$ cat config.mk
export PLATFORM = sky130hd
export DESIGN_NAME = dp_chain
export DESIGN_NICKNAME = d
export VERILOG_FILES = /design/src/rtl/dp_chain_pkg.sv /design/src/rtl/dp_skew.sv /design/src/rtl/dp_pe.sv /design/src/rtl/dp_chain.sv
export SDC_FILE = /design/constraint.sdc
export NUM_CORES = 1
export LEC_CHECK = 0
export ABC_AREA = 1
export ABC_CLOCK_PERIOD_IN_PS = 4100
export BUFFER_PORTS_ARGS = -buffer_cell sky130_fd_sc_hd__buf_2
export CAP_MARGIN = 15
export CORE_ASPECT_RATIO = 0.5
export CORE_MARGIN = 3
export CORE_UTILIZATION = 57
export DETAILED_ROUTE_END_ITERATION = 6
export PLACE_DENSITY = 0.75
export SLEW_MARGIN = 10
export SYNTH_ARGS = -nofsm -noshare
export SYNTH_HDL_FRONTEND = slang
export SYNTH_SLANG_ARGS = --single-unit
$ cat constraint.sdc
create_clock -name clk -period 4.1 [get_ports clk]
set_input_delay 0.205 -clock clk [delete_from_list [all_inputs] [get_ports clk]]
set_output_delay 0.205 -clock clk [all_outputs]
set_load 0.05 [all_outputs]
$ cat src/rtl/dp_chain_pkg.sv
`timescale 1ns/1ps
package dp_chain_pkg;

    localparam int DEF_LANES = 3;
    localparam int DEF_OPW   = 8;
    localparam int DEF_SUMW  = 18;

    // registers from the input capture to the result register:
    // capture, product of lane 0, one adder per lane, result
    function automatic int pipe_depth(input int lanes);
        return lanes + 3;
    endfunction

    function automatic int prod_width(input int opw);
        return 2 * opw;
    endfunction

endpackage

$ cat src/rtl/dp_skew.sv
`timescale 1ns/1ps
// Delay line that lines up one lane's operands with the partial sum
module dp_skew #(
    parameter int W     = 16,
    parameter int DEPTH = 1
) (
    input  logic         clk,
    input  logic         rst_n,
    input  logic         in_v,
    input  logic [W-1:0] in_data,
    output logic         out_v,
    output logic [W-1:0] out_data
);

    logic [W-1:0]     stage_q [DEPTH];
    logic [DEPTH-1:0] stage_v;

    always_ff @(posedge clk or negedge rst_n) begin
        if (!rst_n) begin
            for (int k = 0; k < DEPTH; k++) begin
                stage_q[k] <= '0;
            end
            stage_v <= '0;
        end else begin
            stage_q[0] <= in_data;
            stage_v[0] <= in_v;
            for (int k = 1; k < DEPTH; k++) begin
                stage_q[k] <= stage_q[k-1];
                stage_v[k] <= stage_v[k-1];
            end
        end
    end

    assign out_data = stage_q[DEPTH-1];
    assign out_v    = stage_v[DEPTH-1];

endmodule

$ cat src/rtl/dp_pe.sv
`timescale 1ns/1ps
// One element: multiply into a register, then add in the next cycle
module dp_pe #(
    parameter int OPW  = 8,
    parameter int SUMW = 18
) (
    input  logic                   clk,
    input  logic                   rst_n,
    input  logic                   op_v,
    input  logic signed [OPW-1:0]  op_a,
    input  logic signed [OPW-1:0]  op_b,
    input  logic signed [SUMW-1:0] acc_in,
    output logic                   prod_v,
    output logic signed [SUMW-1:0] acc_out,
    output logic                   acc_v
);

    localparam int PW = dp_chain_pkg::prod_width(OPW);

    logic signed [PW-1:0]   prod_q;
    logic signed [SUMW-1:0] prod_ext;

    // multiply stage
    always_ff @(posedge clk or negedge rst_n) begin
        if (!rst_n) begin
            prod_q <= '0;
            prod_v <= 1'b0;
        end else begin
            prod_q <= PW'(op_a) * PW'(op_b);
            prod_v <= op_v;
        end
    end

    assign prod_ext = SUMW'(prod_q);

    // accumulate stage
    always_ff @(posedge clk or negedge rst_n) begin
        if (!rst_n) begin
            acc_out <= '0;
            acc_v   <= 1'b0;
        end else begin
            acc_out <= acc_in + prod_ext;
            acc_v   <= prod_v;
        end
    end

endmodule

$ cat src/rtl/dp_chain.sv
`timescale 1ns/1ps
module dp_chain #(
    parameter int LANES = dp_chain_pkg::DEF_LANES,
    parameter int OPW   = dp_chain_pkg::DEF_OPW,
    parameter int SUMW  = dp_chain_pkg::DEF_SUMW
) (
    input  logic                   clk,
    input  logic                   rst_n,
    input  logic                   in_valid,
    input  logic [LANES*OPW-1:0]   in_a,
    input  logic [LANES*OPW-1:0]   in_b,
    output logic                   out_valid,
    output logic signed [SUMW-1:0] out_sum
);

    localparam int BUSW = LANES * OPW;

    // input capture
    logic            cap_v;
    logic [BUSW-1:0] cap_a;
    logic [BUSW-1:0] cap_b;

    always_ff @(posedge clk or negedge rst_n) begin
        if (!rst_n) begin
            cap_v <= 1'b0;
            cap_a <= '0;
            cap_b <= '0;
        end else begin
            cap_v <= in_valid;
            cap_a <= in_a;
            cap_b <= in_b;
        end
    end

    logic signed [SUMW-1:0] acc   [LANES];
    logic [LANES-1:0]       acc_v;
    logic [LANES-1:0]       prod_v;

    for (genvar i = 0; i < LANES; i++) begin : g_lane
        logic                   op_v;
        logic signed [OPW-1:0]  op_a;
        logic signed [OPW-1:0]  op_b;
        logic signed [SUMW-1:0] acc_src;

        if (i == 0) begin : g_head
            assign op_v    = cap_v;
            assign op_a    = cap_a[OPW-1:0];
            assign op_b    = cap_b[OPW-1:0];
            assign acc_src = '0;
        end else begin : g_tail
            logic [2*OPW-1:0] sk_data;
            dp_skew #(
                .W     (2*OPW),
                .DEPTH (i)
            ) u_skew (
                .clk      (clk),
                .rst_n    (rst_n),
                .in_v     (cap_v),
                .in_data  ({cap_a[i*OPW +: OPW], cap_b[i*OPW +: OPW]}),
                .out_v    (op_v),
                .out_data (sk_data)
            );
            assign op_a    = sk_data[2*OPW-1:OPW];
            assign op_b    = sk_data[OPW-1:0];
            assign acc_src = acc[i-1];
        end

        dp_pe #(
            .OPW  (OPW),
            .SUMW (SUMW)
        ) u_pe (
            .clk     (clk),
            .rst_n   (rst_n),
            .op_v    (op_v),
            .op_a    (op_a),
            .op_b    (op_b),
            .acc_in  (acc_src),
            .prod_v  (prod_v[i]),
            .acc_out (acc[i]),
            .acc_v   (acc_v[i])
        );
    end

    // result register, holds the last valid sum
    always_ff @(posedge clk or negedge rst_n) begin
        if (!rst_n) begin
            out_valid <= 1'b0;
            out_sum   <= '0;
        end else begin
            out_valid <= acc_v[LANES-1];
            if (acc_v[LANES-1]) begin
                out_sum <= acc[LANES-1];
            end
        end
    end

endmodule

==> results of run 1 <==
-- state kept, by name, indices dropped and copies added, names as in the netlist --
register,cells
g_lane.u_pe.prod_v,1
cap_b,24
g_lane.u_pe.acc_v,1
g_lane.u_pe.prod_q,48
out_valid,1
cap_v,1
out_sum,18
g_lane.u_pe.acc_out,51
g_lane.g_tail.u_skew.stage_v,2
cap_a,24
g_lane.g_tail.u_skew.stage_q,16
g_lane.g_tail.u_skew.out_data,32
-- how the worst max path moves through the flow --
stage,startpoint,to,slack (ps),cells after the start
2_1_floorplan,cap_a[0],g_lane[0].u_pe.prod_q[12],90,15
3_3_place_gp,cap_a[5],g_lane[0].u_pe.prod_q[14],110,15
3_5_place_dp,cap_a[0],g_lane[0].u_pe.prod_q[12],10,14
5_1_grt,cap_a[6],g_lane[0].u_pe.prod_q[13],-50,19
4_1_cts,cap_a[0],g_lane[0].u_pe.prod_q[12],20,14
6_report,g_lane[2].g_tail.u_skew.out_data[14],g_lane[2].u_pe.prod_q[14],130,17
-- cell usage in the layout (no fill, tap or decap), drive strengths merged --
cell,synthesis,routed
nand3,52,52
nor3,4,4
nand2,412,412
fa,167,167
o21ai,30,30
inv,461,465
a31oi,4,4
and3,1,1
or2,4,4
clkinvlp,0,2
bufinv,0,3
xnor2,21,21
buf,2,109
clkbuf,45,23
nand3b,2,2
and2,3,3
nand4,9,9
xor2,34,34
nor2,77,77
mux2,18,18
clkinv,0,5
a21o,2,2
dfrtp,219,219
a21oi,51,51
dlygate4sd3,0,50
ha,120,120
o21bai,10,10
-- routing by layer --
metal,vias up,GRT usage (%),wire length [µm]
met5,-,0,0
met4,0,3.13,404
met3,43,4.06,1770
met2,262,34.0,14100
met1,5391,31.4,13900
li1,5383,-,-
-- worst max-delay path: stages, from the launching register on --
cell and delay (ps):
dfrtp_2 470, nand2_1 90, inv_1 60, fa_1 510, inv_1 60, fa_1 500, inv_1 60, fa_1 540
inv_1 50, fa_1 480, inv_1 40, ha_1 280, a21oi_1 230, nor2_1 90, o21ai_1 200, nand3_1 90
nand2_1 70, nand2_1 40
-- layout make-up --
cell class / count / area share [%]
clock buffers: 23 / 2.99
multi-input cells: 1021 / 47.3
flip-flops and latches: 219 / 30.4
well taps: 352 / 2.43
inverters: 461 / 9.54
clock inverters: 14 / 0.966
repair buffers: 159 / 6.37
-- cell families (layout without fill, tap and decap cells) --
group | count (synthesis) | after routing | synth area share [%]
XOR/XNOR | 55 | 55 | 3.06
flip-flops | 219 | 219 | 34.8
adder cells (fa/ha/maj) | 287 | 287 | 30.8
AO/OA/AOI/OAI | 97 | 97 | 3.42
multiplexers | 18 | 18 | 1.29
AND/OR/NAND/NOR | 564 | 564 | 14.6
buffers and inverters | 508 | 657 | 12.1
-- what timing repair did --
action                     CTS  global route
hold buffers                50             0
hold endpoints to repair   159             0
pin swaps                    0            10
gates cloned                 0             0
setup endpoints to repair    1            17
buffers inserted             0             8
gates resized for setup      2            73
-- report_power, final --
part	switching (mW)	leakage, nW	internal (mW)	total, mW
combinational	4.78	7.32	3.00	7.78
clock	0.870	0.349	1.17	2.03
sequential	0.281	2.55	2.83	3.11
==> results.yml, run 1 <==
synthesis:
  synthCells: 1748
  synth_nets: 2086
  synth_edf_count: 0
  synth-warning-count: 0
  ys_top_cells_by_area: "dfrtp_1 35%, fa_1 21%, inv_1 11%"
  async_flop_share_pct: 100
  synthFlopType: "dfrtp_1"
  yosys-top-cells-count: "460 x inv_1, 402 x nand2_1, 219 x dfrtp_1"
  yosysSeqAreaShare_pct: 34.8
  synth.distinct_cells: 30
  avgSynthCellArea_um2: 9.01
  yosysMostFrequentCell: "inv_1"
  syn_area_um2: 15800
  yosys.area.top_type: "dfrtp_1"
  synth_top_area_share_pct: 34.8
  ys_seq_elements: 219
cts:
  path_clk_slew_ps: 70
  cts_buffers: 21
  insertion_delay_ps: 530
  htreeDepth: 1
  clock-sinks: 219
  cts_tree: "yes"
  clockBufferDepth: 3
  ctsRootBufferMaster: "clkbuf_16"
grt:
  grt_pass1_vias: 11000
  track_usage_pct: 21.3
  grt_pass1_wl_mm: 51.4
  gr-total-overflow: 0
  antenna_found_initial: 0
  grt_max_degree: 114
setup_path:
  reg2reg_from: "g_lane[2].g_tail.u_skew.out_data[14]"
  cp-start-kind: "flip-flop"
  reg2reg_to: "g_lane[2].u_pe.prod_q[14]"
  arrival_ps: 4400
  r2r_cells: 17
  worst_ep_required_time_ps: 4530
  path_max_fanout: 8
  r2r_setup_slack_ps: 130
  crit_type: "reg -> reg"
  cp-end-kind: "flip-flop"
drt:
  wl_per_cell_um: 13.4
  vias: 11100
  ant_nets: 0
  viasPerCell: 4.93
  drt_first_pass_iters: 7
  drt_iter0_markers: 715
  drt_wl_total_mm: 30.2
  post-route-drc-count: 2
worst_hold_path:
  hold_start: "in_b[23]"
  hold_depth: 2
  worst_hold_path.endpoint: "cap_b[23]"
  min_path_type: "in -> reg"
finish:
  utilization_pct: 67.7
  final_nets: 2221
  syn2layout_area_growth_pct: 15.2
  layout.cells.non_filler: 2249
  multi_input_area_um2: 8590
  n_antenna_cell: 0
  fillers: 2113
  seqCellArea_um2: 5510
  final_cell_area_um2: 18100
  drive_gt1_share_pct: 13.6
sta:
  finalClockSkew_ps: 23.9
  finalHoldViolations: 0
  rsz0062_at_grt: "true"
  period_needed_ps: 3970
  setup_viol: 0
  fin_setup_tns_ps: 0
  setup_ws_ps: 127
  tightest_slew_ps: 800
  timing.slew.headroom_pct: 46.7
  slew_violations: 0
  fmax_ghz: 0.252
  fin_hold_ws_ps: 316
  fin_crit_sh_pct: 96.9
job:
  maxCapViolCount: 0
placement:
  dpl_cell_area_um2: 16600
  gp_congestion: 0.884
  pre_cts_ws_ps: 12.5
  io_buffers: 69
  place_hpwl_mm: 23.5
  placed_cells: 2154
run_status:
  status: "finished, violations left"
  failed_checks: "DRC"
die:
  ios: 70
  initial_core_util_pct: 58.8
  die_area_um2: 29800
  num_rows: 42
  die_width_um: 241
  fp.dieH_um: 124
  core_region_area_um2: 26800
power_and_ir_drop:
  power_density_nw_per_um2: 713
  p_leak_nw: 10.2
  worst_ir_drop_vdd_mv: 0.455
  power.total_mw: 12.9
(Power assumes the default switching activity.)
==> run 2: changes to the inputs <==
==> constraint.sdc (replaced) <==
create_clock -name clk -period 4.1 [get_ports clk]
set_input_delay 0 -clock clk [delete_from_list [all_inputs] [get_ports clk]]
set_output_delay 0 -clock clk [all_outputs]
set_load 0.05 [all_outputs]
==> run 2 against run 1 <==
  * The flow now finishes without violations
  * Wire length fell by 2.1%
  * Die area stayed put
  * Via count decreased by 0.56%
  * Setup slack better by 45 ps
  * Core utilization is 0.056 points lower
  * Maximum frequency grew 1.2%
  * First-iteration DRC count shrank 9.4%
  * Cell count stayed put
  * Non-clock buffer count grew 2
  * Worst hold slack lost 200 ps
  * Critical path type unchanged
  * Largest power group unchanged
==> results.yml, run 2 (synthesis results as in run 1) <==
run_status:
  status: "complete, no violations"
finish:
  final_nets: 2223
  fillers: 2053
  utilization_pct: 67.6
  largest_reg_flops: 51
  drive_gt1_share_pct: 12.9
  layout.cells.non_filler: 2249
  final_common_cell: "inv_1"
  n_antenna_cell: 0
  largest-register: "g_lane.u_pe.acc_out"
  syn2layout_area_growth_pct: 15.1
  final_cell_mix: "457 x inv_1, 399 x nand2_1, 198 x dfrtp_1"
die:
  num_rows: 42
  initial_core_util_pct: 58.8
  ios: 70
  die_width_um: 241
  core_region_area_um2: 26800
  fp.dieH_um: 124
  die_area_um2: 29800
cts:
  cts_buffers: 21
  ctsRootBufferMaster: "clkbuf_16"
  htreeDepth: 1
  path_clk_slew_ps: 60
  clockBufferDepth: 3
  cts_tree: "yes"
  insertion_delay_ps: 520
  clock-sinks: 219
drt:
  ant_nets: 0
  vias: 11000
  drt_wl_total_mm: 29.6
  drt_first_pass_iters: 6
  viasPerCell: 4.90
  drt_iter0_markers: 648
  wl_per_cell_um: 13.2
  post-route-drc-count: 0
setup_path:
  path_buf_inv: 3
  crit_type: "reg -> reg"
  worst_ep_required_time_ps: 4510
  critPathLaunch: "g_lane[1].g_tail.u_skew.out_data[7]"
  crit_cells: 16
  cp-start-kind: "flip-flop"
  r2r_cells: 16
  worst_path_max_delay_cell: "fa_1"
  path_cells: "inv_1, buf_4, or2_2, fa_1, fa_1, fa_1, fa_1, inv_1, ha_2, a21oi_1, o21bai_1, nand2_1, nand2_1, nor2_1, nand2_1, nand2_1"
  path_max_fanout: 7
  arrival_ps: 4340
  reg2reg_from: "g_lane[1].g_tail.u_skew.out_data[7]"
  max_stage_delay_ps: 530
  cp-end-kind: "flip-flop"
  crit_family: "adder cells"
  crit_end: "g_lane[1].u_pe.prod_q[15]"
  reg2reg_to: "g_lane[1].u_pe.prod_q[15]"
  r2r_setup_slack_ps: 170
sta:
  timing.slew.headroom_pct: 37.1
  fin_crit_sh_pct: 95.8
  fin_setup_tns_ps: 0
  finalClockSkew_ps: 8.03
  period_needed_ps: 3930
  fmax_ghz: 0.255
  slew_violations: 0
  tightest_slew_ps: 943
  fin_hold_ws_ps: 115
  finalHoldViolations: 0
  setup_viol: 0
grt:
  gr-total-overflow: 0
  grt_pass1_wl_mm: 50.7
  grt_pass1_vias: 10900
  grt_max_degree: 129
  antenna_found_initial: 0
  track_usage_pct: 21.0
power_and_ir_drop:
  p_leak_nw: 10.2
  power_density_nw_per_um2: 707
  worst_ir_drop_vdd_mv: 0.368
  power.total_mw: 12.8
placement:
  place_hpwl_mm: 22.7
  io_buffers: 69
  gp_congestion: 0.891
  placed_cells: 2153
job:
  maxCapViolCount: 0
worst_hold_path:
  min_path_type: "in -> reg"
  hold_start: "in_valid"
## run 2: worst min-delay path by stage
stage / end / cells after the start
after floorplan: cap_a[0] / 0
after global placement: cap_a[23] / 1
after detailed placement: cap_a[17] / 1
after CTS: cap_v / 2
after global routing: cap_a[18] / 2
final: cap_v / 2
## run 2: final cells by class
cell class	count	area (µm²)	area share [%]
tap	352	440	2.43
clock inverter	8	154	0.849
sequential	219	5510	30.4
multi-input combinational	1021	8530	47.1
clock buffer	27	578	3.19
inverter	461	1730	9.55
timing repair buffer	161	1180	6.53
## run 2: stage by stage
step / setup slack (ps) / cell area [µm²]
5_1_grt: -40.7 / 18100
4_1_cts: 21.3 / 17800
3_3_place_gp: 64.2 / 16600
6_report: 172 / 18100
3_5_place_dp: 26.6 / 16600
2_1_floorplan: 91.2 / 15800
## run 2: where the power goes
group          switching (mW)  internal (mW)  total [mW]
registers               0.263           2.83        3.09
logic                    4.69           2.94        7.63
clock network           0.844           1.25        2.09
total                    5.80           7.02        12.8
## run 2: timing repair
| action | 4_1_cts | 5_1_grt |
|---|---|---|
| buffers inserted | 0 | 11 |
| hold endpoints to repair | 176 | 0 |
| pin swaps | 0 | 8 |
| gates resized for setup | 1 | 59 |
| hold buffers | 50 | 0 |
| setup endpoints to repair | 1 | 18 |
## run 2: worst register-to-register path, delay by kind of cell (launching register included)
family                   cells  cell delay [ps]
AND/OR/NAND/NOR              6              590
adder cells (fa/ha/maj)      5             2290
flip-flops                   1              340
AO/OA/AOI/OAI                2              340
buffers and inverters        3              260
## run 2: metal layers
layer  global-route usage, %  vias up  wire (µm)
met2                    33.7      224      13700
met5                       0        -          0
met3                    3.59       29       1600
li1                        -     5376          -
met1                    30.9     5388      13800
met4                    3.35        0        454
